File: src/rtl/slf_pkg.sv
package slf_pkg;

  // Strobes from the control module to the datapath, one cycle wide.
  typedef struct packed {
    logic accept;      // sample is taken: limiter and filter advance
    logic frozenTick;  // tick arrived during freeze: hold, clear flag
  } slfStrobe_t;

endpackage

File: src/rtl/slf_ctrl.sv
module slf_ctrl
  import slf_pkg::*;
(
  input  logic       updateTick,
  input  logic       freeze,
  output slfStrobe_t strobe
);

  always_comb begin
    strobe.accept     = updateTick & ~freeze;
    strobe.frozenTick = updateTick & freeze;
  end

endmodule

File: src/rtl/slf_datapath.sv
module slf_datapath
  import slf_pkg::*;
#(
  parameter int ERR_W    = 16,
  parameter int STEP_MAX = 4,
  parameter int SHIFT_K  = 10
) (
  input  logic                    clk,
  input  logic                    rst,
  input  slfStrobe_t              strobe,
  input  logic signed [ERR_W-1:0] phaseErr,
  output logic signed [ERR_W-1:0] corrWord,
  output logic                    limitActive,
  output logic signed [ERR_W-1:0] limVal
);

  // One extra bit holds the difference of two ERR_W values.
  localparam int DIFF_W = ERR_W + 1;
  // The accumulator holds SHIFT_K fraction bits plus guard bits.
  // |S| stays below 2^SHIFT_K * (2^(ERR_W-1) + 1).
  localparam int ACC_W  = ERR_W + SHIFT_K + 2;
  localparam logic signed [DIFF_W-1:0] STEP_POS = DIFF_W'(STEP_MAX);
  localparam logic signed [DIFF_W-1:0] STEP_NEG = -STEP_POS;

  logic signed [ERR_W-1:0]  limQ;
  logic signed [DIFF_W-1:0] errExt;
  logic signed [DIFF_W-1:0] limExt;
  logic signed [DIFF_W-1:0] diff;
  logic signed [DIFF_W-1:0] stepSel;
  logic signed [DIFF_W-1:0] limSum;
  logic signed [ERR_W-1:0]  limD;
  logic                     overHi;
  logic                     overLo;

  logic signed [ACC_W-1:0]  accQ;
  logic signed [ACC_W-1:0]  accIn;
  logic signed [ACC_W-1:0]  accDecay;
  logic signed [ACC_W-1:0]  accNext;
  logic                     flagQ;

  // Slew limiter: the tracked error moves toward the sample by at most STEP_MAX.
  always_comb begin
    errExt  = {phaseErr[ERR_W-1], phaseErr};
    limExt  = {limQ[ERR_W-1], limQ};
    diff    = errExt - limExt;
    overHi  = (diff > STEP_POS);
    overLo  = (diff < STEP_NEG);
    if (overHi)      stepSel = STEP_POS;
    else if (overLo) stepSel = STEP_NEG;
    else             stepSel = diff;
    limSum  = limExt + stepSel;
    // The sum lies between the old tracked value and the sample, so it fits ERR_W.
    limD    = limSum[ERR_W-1:0];
  end

  // Single-pole low-pass filter in fractional form: S += L - S/2^K.
  always_comb begin
    accIn    = {{(ACC_W-ERR_W){limD[ERR_W-1]}}, limD};
    accDecay = accQ >>> SHIFT_K;
    accNext  = accQ + accIn - accDecay;
  end

  always_ff @(posedge clk) begin
    if (rst) begin
      limQ  <= '0;
      accQ  <= '0;
      flagQ <= 1'b0;
    end else if (strobe.accept) begin
      limQ  <= limD;
      accQ  <= accNext;
      flagQ <= overHi | overLo;
    end else if (strobe.frozenTick) begin
      flagQ <= 1'b0;
    end
  end

  // The integer part of S is bounded by the input range, so the slice cannot wrap.
  assign corrWord    = accQ[SHIFT_K +: ERR_W];
  assign limitActive = flagQ;
  assign limVal      = limQ;

endmodule

File: src/rtl/slew_loop_filter.sv
module slew_loop_filter
  import slf_pkg::*;
#(
  parameter int ERR_W    = 16,
  parameter int STEP_MAX = 4,
  parameter int SHIFT_K  = 10
) (
  input  logic                    clk,
  input  logic                    rst,
  input  logic                    updateTick,
  input  logic                    freeze,
  input  logic signed [ERR_W-1:0] phaseErr,
  output logic signed [ERR_W-1:0] corrWord,
  output logic                    limitActive
);

  slfStrobe_t              strobe;
  logic signed [ERR_W-1:0] limVal;

  slf_ctrl u_ctrl (
    .updateTick (updateTick),
    .freeze     (freeze),
    .strobe     (strobe)
  );

  slf_datapath #(
    .ERR_W    (ERR_W),
    .STEP_MAX (STEP_MAX),
    .SHIFT_K  (SHIFT_K)
  ) u_dp (
    .clk         (clk),
    .rst         (rst),
    .strobe      (strobe),
    .phaseErr    (phaseErr),
    .corrWord    (corrWord),
    .limitActive (limitActive),
    .limVal      (limVal)
  );

endmodule

File: config.mk
export PLATFORM = sky130hd
export DESIGN_NAME = slew_loop_filter
export DESIGN_NICKNAME = d
export VERILOG_FILES = /design/src/rtl/slf_pkg.sv /design/src/rtl/slf_ctrl.sv /design/src/rtl/slf_datapath.sv /design/src/rtl/slew_loop_filter.sv
export SDC_FILE = /design/constraint.sdc
export NUM_CORES = 1
export LEC_CHECK = 0
export BUFFER_PORTS_ARGS = -buffer_cell sky130_fd_sc_hd__buf_2
export CORE_ASPECT_RATIO = 1.5
export CORE_MARGIN = 4
export CORE_UTILIZATION = 46
export CTS_CLUSTER_DIAMETER = 50
export CTS_CLUSTER_SIZE = 8
export DETAILED_ROUTE_END_ITERATION = 16
export PLACE_DENSITY = 0.68
export SYNTH_ARGS = -nofsm -noshare
export SYNTH_HDL_FRONTEND = slang
export SYNTH_HIERARCHICAL = 1
export SYNTH_SLANG_ARGS = --single-unit
File: constraint.sdc
create_clock -name clk -period 19.4 [get_ports clk]
set_input_delay 3.88 -clock clk [delete_from_list [all_inputs] [get_ports clk]]
set_output_delay 3.88 -clock clk [all_outputs]
set_load 0.05 [all_outputs]
==> flow_results.xml <==
<?xml version="1.0" encoding="UTF-8"?>
<metrics>
  <group name="cells_and_area">
    <metric name="drive_above_1_share" unit="%">11.06</metric>
    <metric name="multi_input_area" unit="mm^2">0.004076</metric>
    <metric name="insertedDiodeCount" unit="">0</metric>
    <metric name="seq_area" unit="um^2">900.9</metric>
    <metric name="fillCellCount" unit="">1115</metric>
    <metric name="syn_to_final_growth" unit="%">6.802</metric>
    <metric name="nets" unit="">759</metric>
  </group>
  <group name="global_routing">
    <metric name="grt.total_usage" unit="%">20.21</metric>
    <metric name="grt_antenna_before_repair" unit="">0</metric>
    <metric name="vias_in_the_first_global_route" unit="">4725</metric>
    <metric name="globalRouteOverflowTotal" unit="">0</metric>
    <metric name="grt_start_max_net_pins" unit="">56</metric>
    <metric name="wire_length_of_the_first_global_routing_pass" unit="mm">21.77</metric>
  </group>
  <group name="routing">
    <metric name="drtIter0Drc" unit="">207</metric>
    <metric name="totalWireLength" unit="mm">13.13</metric>
    <metric name="final_antenna_net_count" unit="">0</metric>
    <metric name="drt-vias-per-instance" unit="">5.784</metric>
    <metric name="avgRoutedWirePerCell" unit="um">16.39</metric>
    <metric name="detail_route.first_pass.iterations" unit="">4</metric>
    <metric name="routed-via-count" unit="">4633</metric>
    <metric name="drcViolationCount" unit="">0</metric>
  </group>
  <group name="sta">
    <metric name="setup_total_negative_slack" unit="ns">0</metric>
    <metric name="slew_headroom" unit="%">19.74</metric>
    <metric name="clock_skew" unit="ns">0.006993</metric>
    <metric name="final.period_utilization" unit="%">60.94</metric>
    <metric name="fin_crit" unit="ns">11.82</metric>
    <metric name="achievable-frequency" unit="MHz">84.58</metric>
    <metric name="report.final.setup_viol" unit="">0</metric>
    <metric name="holdWs" unit="ns">0.4935</metric>
    <metric name="rsz0062_at_grt" unit="">no</metric>
    <metric name="hold_viol_final" unit="">0</metric>
    <metric name="max_slew.worst_pin.slew" unit="ns">1.191</metric>
    <metric name="report.final.slew_viol_count" unit="">0</metric>
  </group>
  <group name="setup_path">
    <metric name="r2r_start" unit="">u_dp/limVal[0]$_SDFFE_PP0P_</metric>
    <metric name="rr_worst_depth" unit="">30</metric>
    <metric name="endpoint_kind" unit="">flop</metric>
    <metric name="regToRegEndpoint" unit="">u_dp/accQ[25]$_SDFFE_PP0P_</metric>
    <metric name="crit_path_frequent_cell" unit="">sky130_fd_sc_hd__a21oi_1</metric>
    <metric name="timing.critical_path.arrival" unit="ns">12.03</metric>
    <metric name="critical_path.startpoint_type" unit="">input port</metric>
    <metric name="worst_path_max_delay_cell" unit="">sky130_fd_sc_hd__or4_4</metric>
    <metric name="r2r_setup_slack" unit="ns">10.94</metric>
    <metric name="critical_path_max_stage_delay" unit="ns">0.67</metric>
    <metric name="crit_path_max_fanout" unit="">13</metric>
    <metric name="critPathKind" unit="">in -&gt; reg</metric>
    <metric name="required" unit="ns">19.61</metric>
  </group>
  <group name="cts">
    <metric name="worstSkewPairLatency" unit="ns">0.29</metric>
    <metric name="setup_fix_buffers_added_after_clock_tree_synthesis" unit="">0</metric>
    <metric name="tritoncts_num_sinks" unit="">45</metric>
    <metric name="clockBufferDepth" unit="">2</metric>
    <metric name="cts_tree" unit="">yes</metric>
    <metric name="cts_made_buffers" unit="">5</metric>
    <metric name="clock_tree.htree_level_count" unit="">2</metric>
    <metric name="ctsRootBufferMaster" unit="">sky130_fd_sc_hd__clkbuf_16</metric>
    <metric name="clkSlewWorstSetupHoldPaths" unit="ns">0.07</metric>
    <metric name="cts_hold_buffers" unit="">0</metric>
    <metric name="post_cts.resized_instances" unit="">0</metric>
  </group>
  <group name="power">
    <metric name="power.static_leakage" unit="uW">0.002452</metric>
    <metric name="pwr_density_cell" unit="mW/mm^2">202.6</metric>
    <metric name="power.ir.vdd_worst" unit="mV">0.09922</metric>
  </group>
  <group name="min_path">
    <metric name="hold_depth" unit="">2</metric>
    <metric name="worst_hold_startpoint" unit="">u_dp/accQ[4]$_SDFFE_PP0P_</metric>
    <metric name="hold_end" unit="">u_dp/accQ[4]$_SDFFE_PP0P_</metric>
    <metric name="hold_path_class" unit="">reg -&gt; reg</metric>
  </group>
  <group name="logic_synthesis">
    <metric name="avgSynthCellArea" unit="um^2">8.377</metric>
    <metric name="yosysWarningCount" unit="">6</metric>
    <metric name="synth-seq-area-share" unit="%">16.83</metric>
    <metric name="synth_enable_flop_cells" unit="">0</metric>
    <metric name="postSynthRegisterBits" unit="">45</metric>
    <metric name="synth_top_flop_cell" unit="">sky130_fd_sc_hd__dfxtp_1</metric>
    <metric name="synthesis.area" unit="mm^2">0.005353</metric>
    <metric name="syn-instance-count" unit="">639</metric>
    <metric name="postSynthNetCount" unit="">748</metric>
    <metric name="postSynth.asyncResetShare" unit="%">0</metric>
    <metric name="synthDistinctLibCells" unit="">67</metric>
  </group>
  <group name="floorplanning">
    <metric name="start_util" unit="%">46.66</metric>
    <metric name="design.core.area" unit="mm^2">0.01147</metric>
    <metric name="chipWidth" unit="um">96.08</metric>
    <metric name="design.die.area" unit="mm^2">0.01346</metric>
    <metric name="die_y" unit="um">140.1</metric>
    <metric name="number_of_ports_placed_on_the_die_boundary" unit="">37</metric>
    <metric name="core.rowCount" unit="">48</metric>
  </group>
  <group name="job">
    <metric name="max_cap_viol_count" unit="">0</metric>
  </group>
  <group name="placed_design">
    <metric name="gp_routability_congestion" unit="">0.9226</metric>
    <metric name="numPortBuffers" unit="">36</metric>
    <metric name="hpwlAfterDp" unit="mm">10.40</metric>
  </group>
  <group name="status">
    <metric name="run_status" unit="">finished clean</metric>
  </group>
</metrics>
## metrics by stage
step                std cells  total power (uW)  cell area [um^2]  setup WS [ns]  util [%]
floorplan                 639             875.3              5353          8.064         -
global placement          793              1015              5540          7.760     48.30
detailed placement        793              1042              5540          7.405     48.30
CTS                       801              1154              5717          7.683     49.84
global route              801              1278              5717          7.040     49.84
finish                    801              1158              5717          7.577     49.84
## per-layer routing
| layer | GRT usage [%] | share of wire, % | vias up |
|---|---|---|---|
| met5 | 0 | 0 | - |
| met4 | 9.520 | 3.9 | 0 |
| met3 | 2.042 | 2.5 | 35 |
| met2 | 37.24 | 53 | 100 |
| met1 | 22.36 | 40 | 2190 |
| li1 | - | - | 2308 |
## critical path: cells and delay by family
| family | cells | cell delay (ns) |
|---|---|---|
| adder cells (fa/ha/maj) | 5 | 1.74 |
| AND/OR/NAND/NOR | 6 | 2.14 |
| buffers and inverters | 3 | 0.37 |
| AO/OA/AOI/OAI | 16 | 3.45 |
| XOR/XNOR | 2 | 0.44 |
## sequential cells by signal, indices dropped and copies added (netlist names)
register / count
u_dp/accQ: 28
u_dp/limVal: 16
u_dp/limitActive: 1
## report_power, final
group	internal, uW	switching, uW	leakage [uW]
registers	111	18.9	0.000368
logic	392	534	0.00200
clock network	64.3	37.6	0.0000831
total	568	590	0.00245
## cells by family (layout without fill, tap and decap cells)
| kind of cell | count (synthesis) | after routing | synth area share, % |
|---|---|---|---|
| adders and majority gates | 89 | 89 | 24.87 |
| xor gates and xnor gates | 41 | 41 | 6.709 |
| muxes | 28 | 28 | 5.236 |
| DFF | 45 | 45 | 16.83 |
| AOI/OAI and AO/OA | 172 | 172 | 21.32 |
| and+or+nand+nor | 182 | 182 | 18.02 |
| buffers and inverters | 82 | 94 | 7.013 |
## worst max-delay path by stage
stage | from | end | slack [ns] | depth (start not counted)
after floorplan | phaseErr[0] | u_dp/accQ[25]$_SDFFE_PP0P_ | 8.06 | 30
after global placement | phaseErr[0] | u_dp/accQ[27]$_SDFFE_PP0P_ | 7.76 | 33
final | phaseErr[0] | u_dp/accQ[25]$_SDFFE_PP0P_ | 7.58 | 32
after CTS | phaseErr[0] | u_dp/accQ[27]$_SDFFE_PP0P_ | 7.68 | 33
after detailed placement | phaseErr[0] | u_dp/accQ[27]$_SDFFE_PP0P_ | 7.41 | 33
after global routing | phaseErr[0] | u_dp/accQ[27]$_SDFFE_PP0P_ | 7.04 | 33
## area by class of cell
class | count | share of cell area, %
timing repair buffer | 38 | 3.414
tap | 150 | 3.283
sequential | 45 | 15.76
multi-input combinational | 512 | 71.31
clock buffer | 6 | 2.429
inverter | 48 | 3.152
clock inverter | 2 | 0.6566
## cells in the mapped netlist (all sizes together), types with 10 or more instances
cell type	n	area, um^2
a21o	24	180.2
a31oi	21	131.4
nor3	22	115.1
nand2	25	93.84
xnor2	25	219.0
nor2	56	210.2
mux2i	28	280.3
ha	60	750.7
a21oi	52	282.8
o21ai	24	120.1
a211oi	10	80.07
fa	29	580.6
inv	47	176.4
nand3	12	60.06
xor2	16	140.1
clkbuf	17	63.81
buf	17	131.4
dfxtp	45	900.9
## placed cells by master (no fill, tap or decap), types with 5 or more instances in the layout
cell type                   count
sky130_fd_sc_hd__ha_1          60
sky130_fd_sc_hd__and3_1         5
sky130_fd_sc_hd__or3_1          7
sky130_fd_sc_hd__o21ai_0       22
sky130_fd_sc_hd__a21oi_2        6
sky130_fd_sc_hd__mux2i_1       28
sky130_fd_sc_hd__a21oi_1       46
sky130_fd_sc_hd__fa_1          29
sky130_fd_sc_hd__nor2b_1        7
sky130_fd_sc_hd__inv_1         47
sky130_fd_sc_hd__xnor2_1       25
sky130_fd_sc_hd__o21bai_1       5
sky130_fd_sc_hd__nand2_1       25
sky130_fd_sc_hd__nand2b_1       9
sky130_fd_sc_hd__a21o_1        24
sky130_fd_sc_hd__o21a_1         5
sky130_fd_sc_hd__buf_2         36
sky130_fd_sc_hd__nand4_1        7
sky130_fd_sc_hd__xor2_1        16
sky130_fd_sc_hd__clkbuf_16      5
sky130_fd_sc_hd__a31oi_1       21
sky130_fd_sc_hd__nand3_1       12
sky130_fd_sc_hd__nor2_1        56
sky130_fd_sc_hd__a211oi_1       9
sky130_fd_sc_hd__dfxtp_1       45
sky130_fd_sc_hd__nor3_1        21
Power figures use the tool's default switching activity.
